$ cat config.mk
export PLATFORM = sky130hd
export DESIGN_NAME = dotp_accel
export DESIGN_NICKNAME = d
export VERILOG_FILES = /design/src/rtl/dotp_pkg.sv /design/src/rtl/dotp_mac.sv /design/src/rtl/dotp_fetch.sv /design/src/rtl/dotp_accel.sv
export SDC_FILE = /design/constraint.sdc
export NUM_CORES = 2
export LEC_CHECK = 0
export ABC_AREA = 1
export BUFFER_PORTS_ARGS = -buffer_cell sky130_fd_sc_hd__buf_2
export CAP_MARGIN = 40
export CORE_MARGIN = 2
export CORE_UTILIZATION = 45
export CTS_CLUSTER_SIZE = 24
export DETAILED_ROUTE_END_ITERATION = 6
export PLACE_DENSITY = 0.61
export SLEW_MARGIN = 40
export SYNTH_ARGS = -nofsm -noshare
export SYNTH_HDL_FRONTEND = slang
export SYNTH_SLANG_ARGS = --single-unit
$ cat constraint.sdc
create_clock -name clk -period 6.9 [get_ports clk]
set_clock_uncertainty 0.05 [all_clocks]
set_input_delay 1.035 -clock clk [delete_from_list [all_inputs] [get_ports clk]]
set_output_delay 1.035 -clock clk [all_outputs]
set_load 0.05 [all_outputs]
$ cat src/rtl/dotp_pkg.sv
package dotp_pkg;
    typedef enum logic [1:0] {
        ST_IDLE,
        ST_FETCH_A,
        ST_FETCH_B,
        ST_DRAIN
    } fetch_state_t;

    localparam int WIN_BITS = 5;
    localparam logic [WIN_BITS-1:0] OFS_RESULT = 5'h00;
    localparam logic [WIN_BITS-1:0] OFS_CTRL   = 5'h08;
    localparam logic [WIN_BITS-1:0] OFS_SRC_A  = 5'h0C;
    localparam logic [WIN_BITS-1:0] OFS_SRC_B  = 5'h10;
    localparam logic [WIN_BITS-1:0] OFS_LEN    = 5'h14;
endpackage

$ cat src/rtl/dotp_mac.sv
module dotp_mac #(
    parameter int DW = 32
) (
    input  logic          clk,
    input  logic          rst_n,
    input  logic          clear,
    input  logic          in_valid,
    input  logic [DW-1:0] in_a,
    input  logic [DW-1:0] in_b,
    output logic [DW-1:0] acc,
    output logic          busy
);
    logic [DW-1:0] prod_q;
    logic          prod_v;

    // stage 1: product, truncated to the word width (wraps like C int)
    always_ff @(posedge clk) begin
        if (!rst_n) begin
            prod_q <= '0;
            prod_v <= 1'b0;
        end else begin
            prod_v <= in_valid;
            if (in_valid) prod_q <= in_a * in_b;
        end
    end

    // stage 2: running sum
    always_ff @(posedge clk) begin
        if (!rst_n)      acc <= '0;
        else if (clear)  acc <= '0;
        else if (prod_v) acc <= acc + prod_q;
    end

    assign busy = prod_v;

    // a cleared accumulator starts the job at zero
    p_clear_zero_r3: assert property (@(posedge clk) disable iff (!rst_n)
        clear && !in_valid && !prod_v |=> acc == '0);
endmodule

$ cat src/rtl/dotp_fetch.sv
module dotp_fetch
    import dotp_pkg::*;
#(
    parameter int AW = 32,
    parameter int DW = 32,
    parameter int CW = 32
) (
    input  logic          clk,
    input  logic          rst_n,
    input  logic          start,
    input  logic [AW-1:0] base_a,
    input  logic [AW-1:0] base_b,
    input  logic [CW-1:0] count,
    output logic          m_valid,
    output logic [AW-1:0] m_addr,
    input  logic          m_ready,
    input  logic [DW-1:0] m_rdata,
    output logic          pair_valid,
    output logic [DW-1:0] pair_a,
    output logic [DW-1:0] pair_b,
    input  logic          pipe_busy,
    output logic          busy,
    output logic          finish
);
    localparam int STEP = DW / 8;

    fetch_state_t  state_q, state_d;
    logic [AW-1:0] ptr_a, ptr_b;
    logic [CW-1:0] left_q;
    logic [DW-1:0] hold_a;

    always_ff @(posedge clk) begin
        if (!rst_n) state_q <= ST_IDLE;
        else        state_q <= state_d;
    end

    always_comb begin
        state_d = state_q;
        unique case (state_q)
            ST_IDLE:    if (start) state_d = (count == '0) ? ST_DRAIN : ST_FETCH_A;
            ST_FETCH_A: if (m_ready) state_d = ST_FETCH_B;
            ST_FETCH_B: if (m_ready) state_d = (left_q == CW'(1)) ? ST_DRAIN : ST_FETCH_A;
            ST_DRAIN:   if (!pair_valid && !pipe_busy) state_d = ST_IDLE;
        endcase
    end

    always_ff @(posedge clk) begin
        if (!rst_n) begin
            ptr_a      <= '0;
            ptr_b      <= '0;
            left_q     <= '0;
            hold_a     <= '0;
            pair_valid <= 1'b0;
            pair_a     <= '0;
            pair_b     <= '0;
        end else begin
            pair_valid <= 1'b0;
            if (state_q == ST_IDLE && start) begin
                ptr_a  <= base_a;
                ptr_b  <= base_b;
                left_q <= count;
            end
            if (state_q == ST_FETCH_A && m_ready) begin
                hold_a <= m_rdata;
                ptr_a  <= ptr_a + AW'(STEP);
            end
            if (state_q == ST_FETCH_B && m_ready) begin
                pair_valid <= 1'b1;
                pair_a     <= hold_a;
                pair_b     <= m_rdata;
                ptr_b      <= ptr_b + AW'(STEP);
                left_q     <= left_q - CW'(1);
            end
        end
    end

    always_comb begin
        m_valid = (state_q == ST_FETCH_A) || (state_q == ST_FETCH_B);
        m_addr  = (state_q == ST_FETCH_B) ? ptr_b : ptr_a;
        busy    = (state_q != ST_IDLE);
        finish  = (state_q == ST_DRAIN) && !pair_valid && !pipe_busy;
    end

    // a stalled request is held steady
    p_hold_req_r4: assert property (@(posedge clk) disable iff (!rst_n)
        m_valid && !m_ready |=> m_valid && $stable(m_addr));
    // memory is only touched while a job is running
    p_fetch_busy_r7: assert property (@(posedge clk) disable iff (!rst_n)
        m_valid |-> busy);
endmodule

$ cat src/rtl/dotp_accel.sv
module dotp_accel
    import dotp_pkg::*;
#(
    parameter int              AW       = 32,
    parameter int              DW       = 32,
    parameter logic [AW-1:0]   WIN_BASE = 32'hF000_0000
) (
    input  logic          clk,
    input  logic          rst_n,
    input  logic          s_valid,
    input  logic          s_write,
    input  logic [AW-1:0] s_addr,
    input  logic [DW-1:0] s_wdata,
    output logic          s_ready,
    output logic [DW-1:0] s_rdata,
    output logic          m_valid,
    output logic [AW-1:0] m_addr,
    input  logic          m_ready,
    input  logic [DW-1:0] m_rdata
);
    logic [AW-1:0]       src_a, src_b;
    logic [DW-1:0]       len_q, result_q, acc;
    logic                done_q, busy, finish, start, wr_ok, hit, rd_result;
    logic                pair_valid, pipe_busy;
    logic [DW-1:0]       pair_a, pair_b;
    logic [WIN_BITS-1:0] off;

    assign hit       = (s_addr[AW-1:WIN_BITS] == WIN_BASE[AW-1:WIN_BITS]);
    assign off       = s_addr[WIN_BITS-1:0];
    assign rd_result = s_valid && !s_write && hit && (off == OFS_RESULT);
    assign s_ready   = !(rd_result && busy);
    assign wr_ok     = s_valid && s_write && hit;
    assign start     = wr_ok && (off == OFS_CTRL) && s_wdata[0] && !busy;

    always_ff @(posedge clk) begin
        if (!rst_n) begin
            src_a    <= '0;
            src_b    <= '0;
            len_q    <= '0;
            result_q <= '0;
            done_q   <= 1'b0;
        end else begin
            if (wr_ok && off == OFS_SRC_A) src_a <= AW'(s_wdata);
            if (wr_ok && off == OFS_SRC_B) src_b <= AW'(s_wdata);
            if (wr_ok && off == OFS_LEN)   len_q <= s_wdata;
            if (start)  done_q <= 1'b0;
            if (finish) begin
                done_q   <= 1'b1;
                result_q <= acc;
            end
        end
    end

    always_comb begin
        s_rdata = '0;
        if (hit) begin
            case (off)
                OFS_RESULT: s_rdata = result_q;
                OFS_CTRL:   s_rdata = {{(DW-2){1'b0}}, done_q, busy};
                OFS_SRC_A:  s_rdata = DW'(src_a);
                OFS_SRC_B:  s_rdata = DW'(src_b);
                OFS_LEN:    s_rdata = len_q;
                default:    s_rdata = '0;
            endcase
        end
    end

    dotp_fetch #(.AW(AW), .DW(DW), .CW(DW)) u_fetch (
        .clk(clk), .rst_n(rst_n), .start(start),
        .base_a(src_a), .base_b(src_b), .count(len_q),
        .m_valid(m_valid), .m_addr(m_addr), .m_ready(m_ready), .m_rdata(m_rdata),
        .pair_valid(pair_valid), .pair_a(pair_a), .pair_b(pair_b),
        .pipe_busy(pipe_busy), .busy(busy), .finish(finish)
    );

    dotp_mac #(.DW(DW)) u_mac (
        .clk(clk), .rst_n(rst_n), .clear(start),
        .in_valid(pair_valid), .in_a(pair_a), .in_b(pair_b),
        .acc(acc), .busy(pipe_busy)
    );

    // the stored result does not move while a job runs
    p_result_stable_r6: assert property (@(posedge clk) disable iff (!rst_n)
        busy && !finish |=> $stable(result_q));
    // an idle block never stalls the slave port
    p_idle_ready_r6: assert property (@(posedge clk) disable iff (!rst_n)
        !busy |-> s_ready);
    // a launch clears done and raises busy
    p_launch_r8: assert property (@(posedge clk) disable iff (!rst_n)
        start |=> busy && !done_q);
endmodule

After elaboration in Yosys (flattened, before gate mapping)
Index checks and enable logic that the tools add are counted.
{"block": "totals", "register_bits": 389, "latchBits": 0, "mem_bits_rw": 0, "mem_bits_ro": 0, "in_bits": 101, "out_inout_bits": 66, "memories": 0}
{"block": "classes", "n_addsub": 4, "n_mul": 1, "div": 0, "magnitude_cmp": 0, "n_eq_ne": 13, "n_shift": 0, "n_mux": 19, "bitwise": 1, "n_reduce_logical": 33}
{"op": "$mux W32", "n": 8}
{"op": "$pmux W32 S5", "n": 1}
{"op": "$add A32 B3 Y32 const B", "n": 2}
{"op": "$add A32 B32 Y32", "n": 1}
{"op": "$eq A32 B1 Y1 const B", "n": 1}
{"op": "$logic_not A32 Y1", "n": 1}
{"op": "$mul A32 B32 Y32", "n": 1}
{"op": "$sub A32 B1 Y32 const B", "n": 1}
{"op": "$eq A27 B27 Y1 const B", "n": 1}
{"op": "$logic_and A1 B1 Y1", "n": 18}
{"op": "$mux W2", "n": 6}
{"op": "$eq A5 B4 Y1 const B", "n": 2}
{"op": "$eq A5 B5 Y1 const B", "n": 2}
{"op": "$pmux W2 S4", "n": 1}
{"op": "$reduce_bool A2 Y1", "n": 4}
{"op": "$logic_not A1 Y1", "n": 5}
{"op": "$logic_not A5 Y1", "n": 1}
{"op": "$eq A2 B2 Y1 const B", "n": 2}
{"op": "$ne A2 B1 Y1 const B", "n": 2}
{"op": "$ne A2 B2 Y1 const B", "n": 2}
{"op": "$reduce_and A4 Y1", "n": 1}
{"op": "$mux W1", "n": 3}
{"op": "$eq A2 B1 Y1 const B", "n": 1}
{"op": "$logic_not A2 Y1", "n": 1}
{"op": "other kinds (3)", "n": 3}

Longest topological paths before layout
{"block": "logic_depth", "depth_word": 8, "mapped_depth": 32, "depth_no_buf": 30}

Cells and area by module
A second synthesis with hierarchy kept.
{"block": "hier_totals", "cells_unflattened": 5535, "hier_area_um2": 37489.7}
{"mod": "dotp_mac", "n_inst": 1, "cells_per_inst": 2876, "area_per_inst_um2": 20862.5, "seq_area_each_um2": 1301.2}
{"mod": "dotp_fetch", "n_inst": 1, "cells_per_inst": 1674, "area_per_inst_um2": 10458.8, "seq_area_each_um2": 3903.7}
{"mod": "dotp_accel", "n_inst": 1, "cells_per_inst": 985, "area_per_inst_um2": 6168.4, "seq_area_each_um2": 2582.5}

Worst setup path after synthesis
OpenSTA, ideal clock, no wires.
{"block": "synth_path", "kind": "register to register", "start": "register u_fetch.pair_b[3]", "end": "register u_mac.prod_q[29]", "setup_ns": 0.115, "t_arrival_ns": 6.351, "t_required_ns": 6.735, "path_slack_ns": 0.384, "path_stages_with_launch": 25, "n_path_buf": 2, "period_less_slack_ns": 6.516, "cell_sequence": "dfxtp_1 > clkbuf_1 > buf_1 > nand2_1 > fa_1 > inv_1 > fa_1 > inv_1 > fa_1 > fa_1 > inv_1 > fa_1 > fa_1 > fa_1 > fa_1 > ha_1 > nand2_1 > nor4_1 > nand3_1 > nand3_1 > a31oi_1 > nand2_1 > nand2_1 > o21ai_0 > inv_1"}
{"block": "synth_via", "elab_chain_cells": 1}
{"element": "start, declared", "line": "dotp_fetch.sv:20", "text": "output logic [DW-1:0] pair_b,"}
{"element": "start signal, assigned", "line": "dotp_fetch.sv:70", "text": "pair_b <= m_rdata;"}
{"element": "$mul A32 B32 Y32", "line": "dotp_mac.sv:23", "text": "if (in_valid) prod_q <= in_a * in_b;"}
{"element": "end signal, assigned", "line": "dotp_mac.sv:23"}
{"element": "end, declared", "line": "dotp_mac.sv:13", "text": "logic [DW-1:0] prod_q;"}
Every way passes these cells.
A chain may end at the register's enable or synchronous reset.

Final worst setup path
{"block": "layout_path", "start": "register u_fetch.pair_b[2]", "end": "register u_mac.prod_q[26]"}
Same word-level chain as after synthesis.

==> results.toml <==
[placement]
dp_slack_ns = 0.0751
dp_hpwl_mm = 96.2
io_buffers = 166
globalplace.congestion = 0.974

[floorplanning]
core_area_um2 = 80400
die_h_um = 289
start_util_pct = 45.4
rows = 104
die_area_um2 = 83400
fp.dieW_um = 289
io_pins = 167

[power_and_ir_drop]
power_leakage_nw = 21.1
power_mw = 8.53
ir_worst_vdd_mv = 0.179
power_density_nw_per_um2 = 210

[timing]
relSlewSlack_pct = 42.1
max_freq_ghz = 0.151
setup_violations = 0
fin_tns_setup_ns = 0
whs_ns = 0.404
setup_slack_ns = 0.257
post-route-period-util_pct = 96.3
period_needed_ns = 6.64
slew_viol_final = 0
worst_slew_pin_slew_ns = 0.868
finalHoldViolCount = 0

[routing]
avgRoutedWirePerCell_um = 19.2
vias_per_cell = 5.27
drt-initial-drc-count = 3179
drc_errors = 1
postRouteAntennaNets = 0
vias = 33400
dr.pass1.iters = 7
routed_wl_mm = 122

[min_path]
hold_start = "u_fetch.ptr_a[1]"
worst_hold_path_type = "reg2reg"
min_to = "u_fetch.ptr_a[1]"
hold_path_depth = 2

[synthesis]
ys.flop_type = "dfxtp_1"
synth-async-reset-ratio_pct = 0
yosysSeqAreaShare_pct = 21.3
syn_inst = 5134
synth_seq_cells = 389
synthesis.area_um2 = 36500
synth_edf_count = 0
yosys_warnings = 0
synth_nets = 5806
synthDistinctLibCells = 62
post_synth.cell_area_avg_um2 = 7.10

[global_routing]
grt_pass1_wl_mm = 188
antenna_found_initial = 1
grt_use_total_pct = 29.3
grt_max_degree = 125
grt_overflow_total = 0
first_global_vias = 31400

[cts]
cts_hold_buf = 0
cts_tree = "done"
clk_pin_slew_ns = 0.07
clockRootBuffer = "clkbuf_16"
htreeDepth = 2
clk_latency_ns = 0.63
cts_made_buffers = 45
clkSinkCount = 389
clockBufferDepth = 3

[status]
violations = "DRC"
status = "finished with violations"

[cells_and_area]
final_layout_size_suffix_gt1_share_pct = 9.31
syn_to_final_growth_pct = 11.3
fillers = 8127
layout_common_cells = "nand2_1 (1109), inv_1 (1031), nor2_1 (606)"
fin_nets = 5909
layout_commonest_cell = "nand2_1"
fin_util_pct = 50.5

[setup_path]
cp.required_ns = 7.37
path_class = "reg2reg"
startpoint_type = "flip-flop"
cp_max_fo = 26
arrival_ns = 7.11
end_kind = "flip-flop"
regToRegEndpoint = "u_mac.prod_q[26]"
r2r_cells = 26
r2r_start = "u_fetch.pair_b[2]"
reg2reg_slack_ns = 0.26

[flow_run]
maxCapViolations = 0
[worst max-delay path: stages (launching register included)]
cell,delay (ns)
dfxtp_1,0.32
buf_12,0.16
nand2_1,0.09
inv_1,0.06
fa_1,0.53
inv_1,0.05
fa_1,0.49
fa_1,0.45
fa_1,0.55
inv_1,0.05
fa_1,0.50
inv_1,0.05
fa_1,0.54
inv_1,0.06
fa_1,0.49
fa_1,0.42
ha_1,0.36
nand2_1,0.14
o21ai_0,0.13
a21oi_1,0.20
nand3_1,0.15
a21o_1,0.21
a21oi_2,0.14
xor2_1,0.16
nand2_1,0.06
nand2_1,0.07
inv_1,0.04
[how the worst max path moves through the flow]
stage / start / cells after the start / end
global placement: u_fetch.pair_a[14] / 25 / u_mac.prod_q[26]
detailed placement: u_fetch.pair_a[14] / 25 / u_mac.prod_q[26]
global route: u_fetch.pair_b[2] / 23 / u_mac.prod_q[29]
floorplan: u_fetch.pair_b[3] / 24 / u_mac.prod_q[29]
finish: u_fetch.pair_b[2] / 26 / u_mac.prod_q[26]
CTS: u_fetch.pair_a[14] / 22 / u_mac.prod_q[28]
[cells in the mapped netlist (4+ instances only)]
library cell,instances,area share [%]
xor2_1,56,1.3
dfxtp_1,389,21
buf_1,26,0.27
nor2_4,6,0.19
buf_2,38,0.52
o221ai_1,8,0.19
nand3b_1,12,0.25
a221oi_1,21,0.50
nand2_1,1112,11
a211oi_1,80,1.6
clkbuf_1,188,1.9
nand4_1,52,0.89
nand3_1,122,1.7
nor3_1,45,0.62
a21o_1,15,0.31
o21bai_1,11,0.23
xnor2_1,34,0.82
nor2_1,607,6.2
o22ai_1,25,0.43
o211ai_1,17,0.35
o21ai_1,12,0.16
nor4_1,21,0.36
buf_6,5,0.15
nor4_2,4,0.14
fa_1,409,22
ha_1,162,5.6
nor2_2,6,0.10
a31oi_1,27,0.46
o21ai_0,332,4.6
inv_2,13,0.13
nor3_2,6,0.16
a21oi_1,193,2.6
inv_1,1033,11
[through the flow]
step	instance area (µm²)	std cells
after global placement	38900	6247
final	40600	6335
after global routing	40600	6334
after detailed placement	38900	6248
after CTS	40500	6332
after floorplan	36500	5134
[power by group]
group          internal, mW  total [mW]  switching (mW)
Sequential             2.46        2.79           0.333
Combinational          1.11        3.12            2.02
Clock                  1.49        2.62            1.13
Total                  5.05        8.53            3.48
[kinds of logic (layout without fill, tap and decap cells)]
group	count (synthesis)	after routing	synth area share, %
AND/OR/NAND/NOR	2013	2013	22.7
adder cells (fa/ha/maj)	571	571	28.0
AO/OA/AOI/OAI	763	763	12.0
flip-flops	389	389	21.3
other	0	1	0
buffers and inverters	1308	1448	13.7
XOR/XNOR	90	90	2.16
[routing by layer]
metal | global-route usage [%] | routed length, µm | vias up
li1 | - | - | 15900
met1 | 44.7 | 56900 | 16000
met2 | 42.2 | 50600 | 1258
met3 | 5.42 | 10800 | 183
met4 | 8.13 | 3620 | 0
met5 | 0 | 0 | -
[sequential cells by signal (all words and copies together) (netlist names)]
signal / count
result_q: 32
u_fetch.pair_valid: 1
u_fetch.left_q: 32
u_fetch.ptr_a: 32
src_a: 32
u_mac.busy: 1
u_mac.prod_q: 32
u_fetch.pair_b: 32
done_q: 1
u_mac.acc: 32
u_fetch.pair_a: 32
u_fetch.ptr_b: 32
u_fetch.hold_a: 32
u_fetch.state_q: 2
src_b: 32
len_q: 32
[repair_timing]
action / 4_1_cts / 5_1_grt
setup buffers: 0 / 1
resized for setup: 0 / 31
setup endpoints to repair: 0 / 17
[layout make-up]
type | instances | area (µm²) | share of cell area, %
multi-input combinational | 3437 | 23800 | 58.5
sequential | 389 | 7810 | 19.2
inverter | 1048 | 3950 | 9.72
timing repair buffer | 316 | 2150 | 5.30
tap | 1060 | 1330 | 3.27
clock buffer | 58 | 1240 | 3.07
clock inverter | 26 | 352 | 0.866
antenna | 1 | 2.50 | 0.00616
Note: power is estimated with default switching activity, not from simulation.
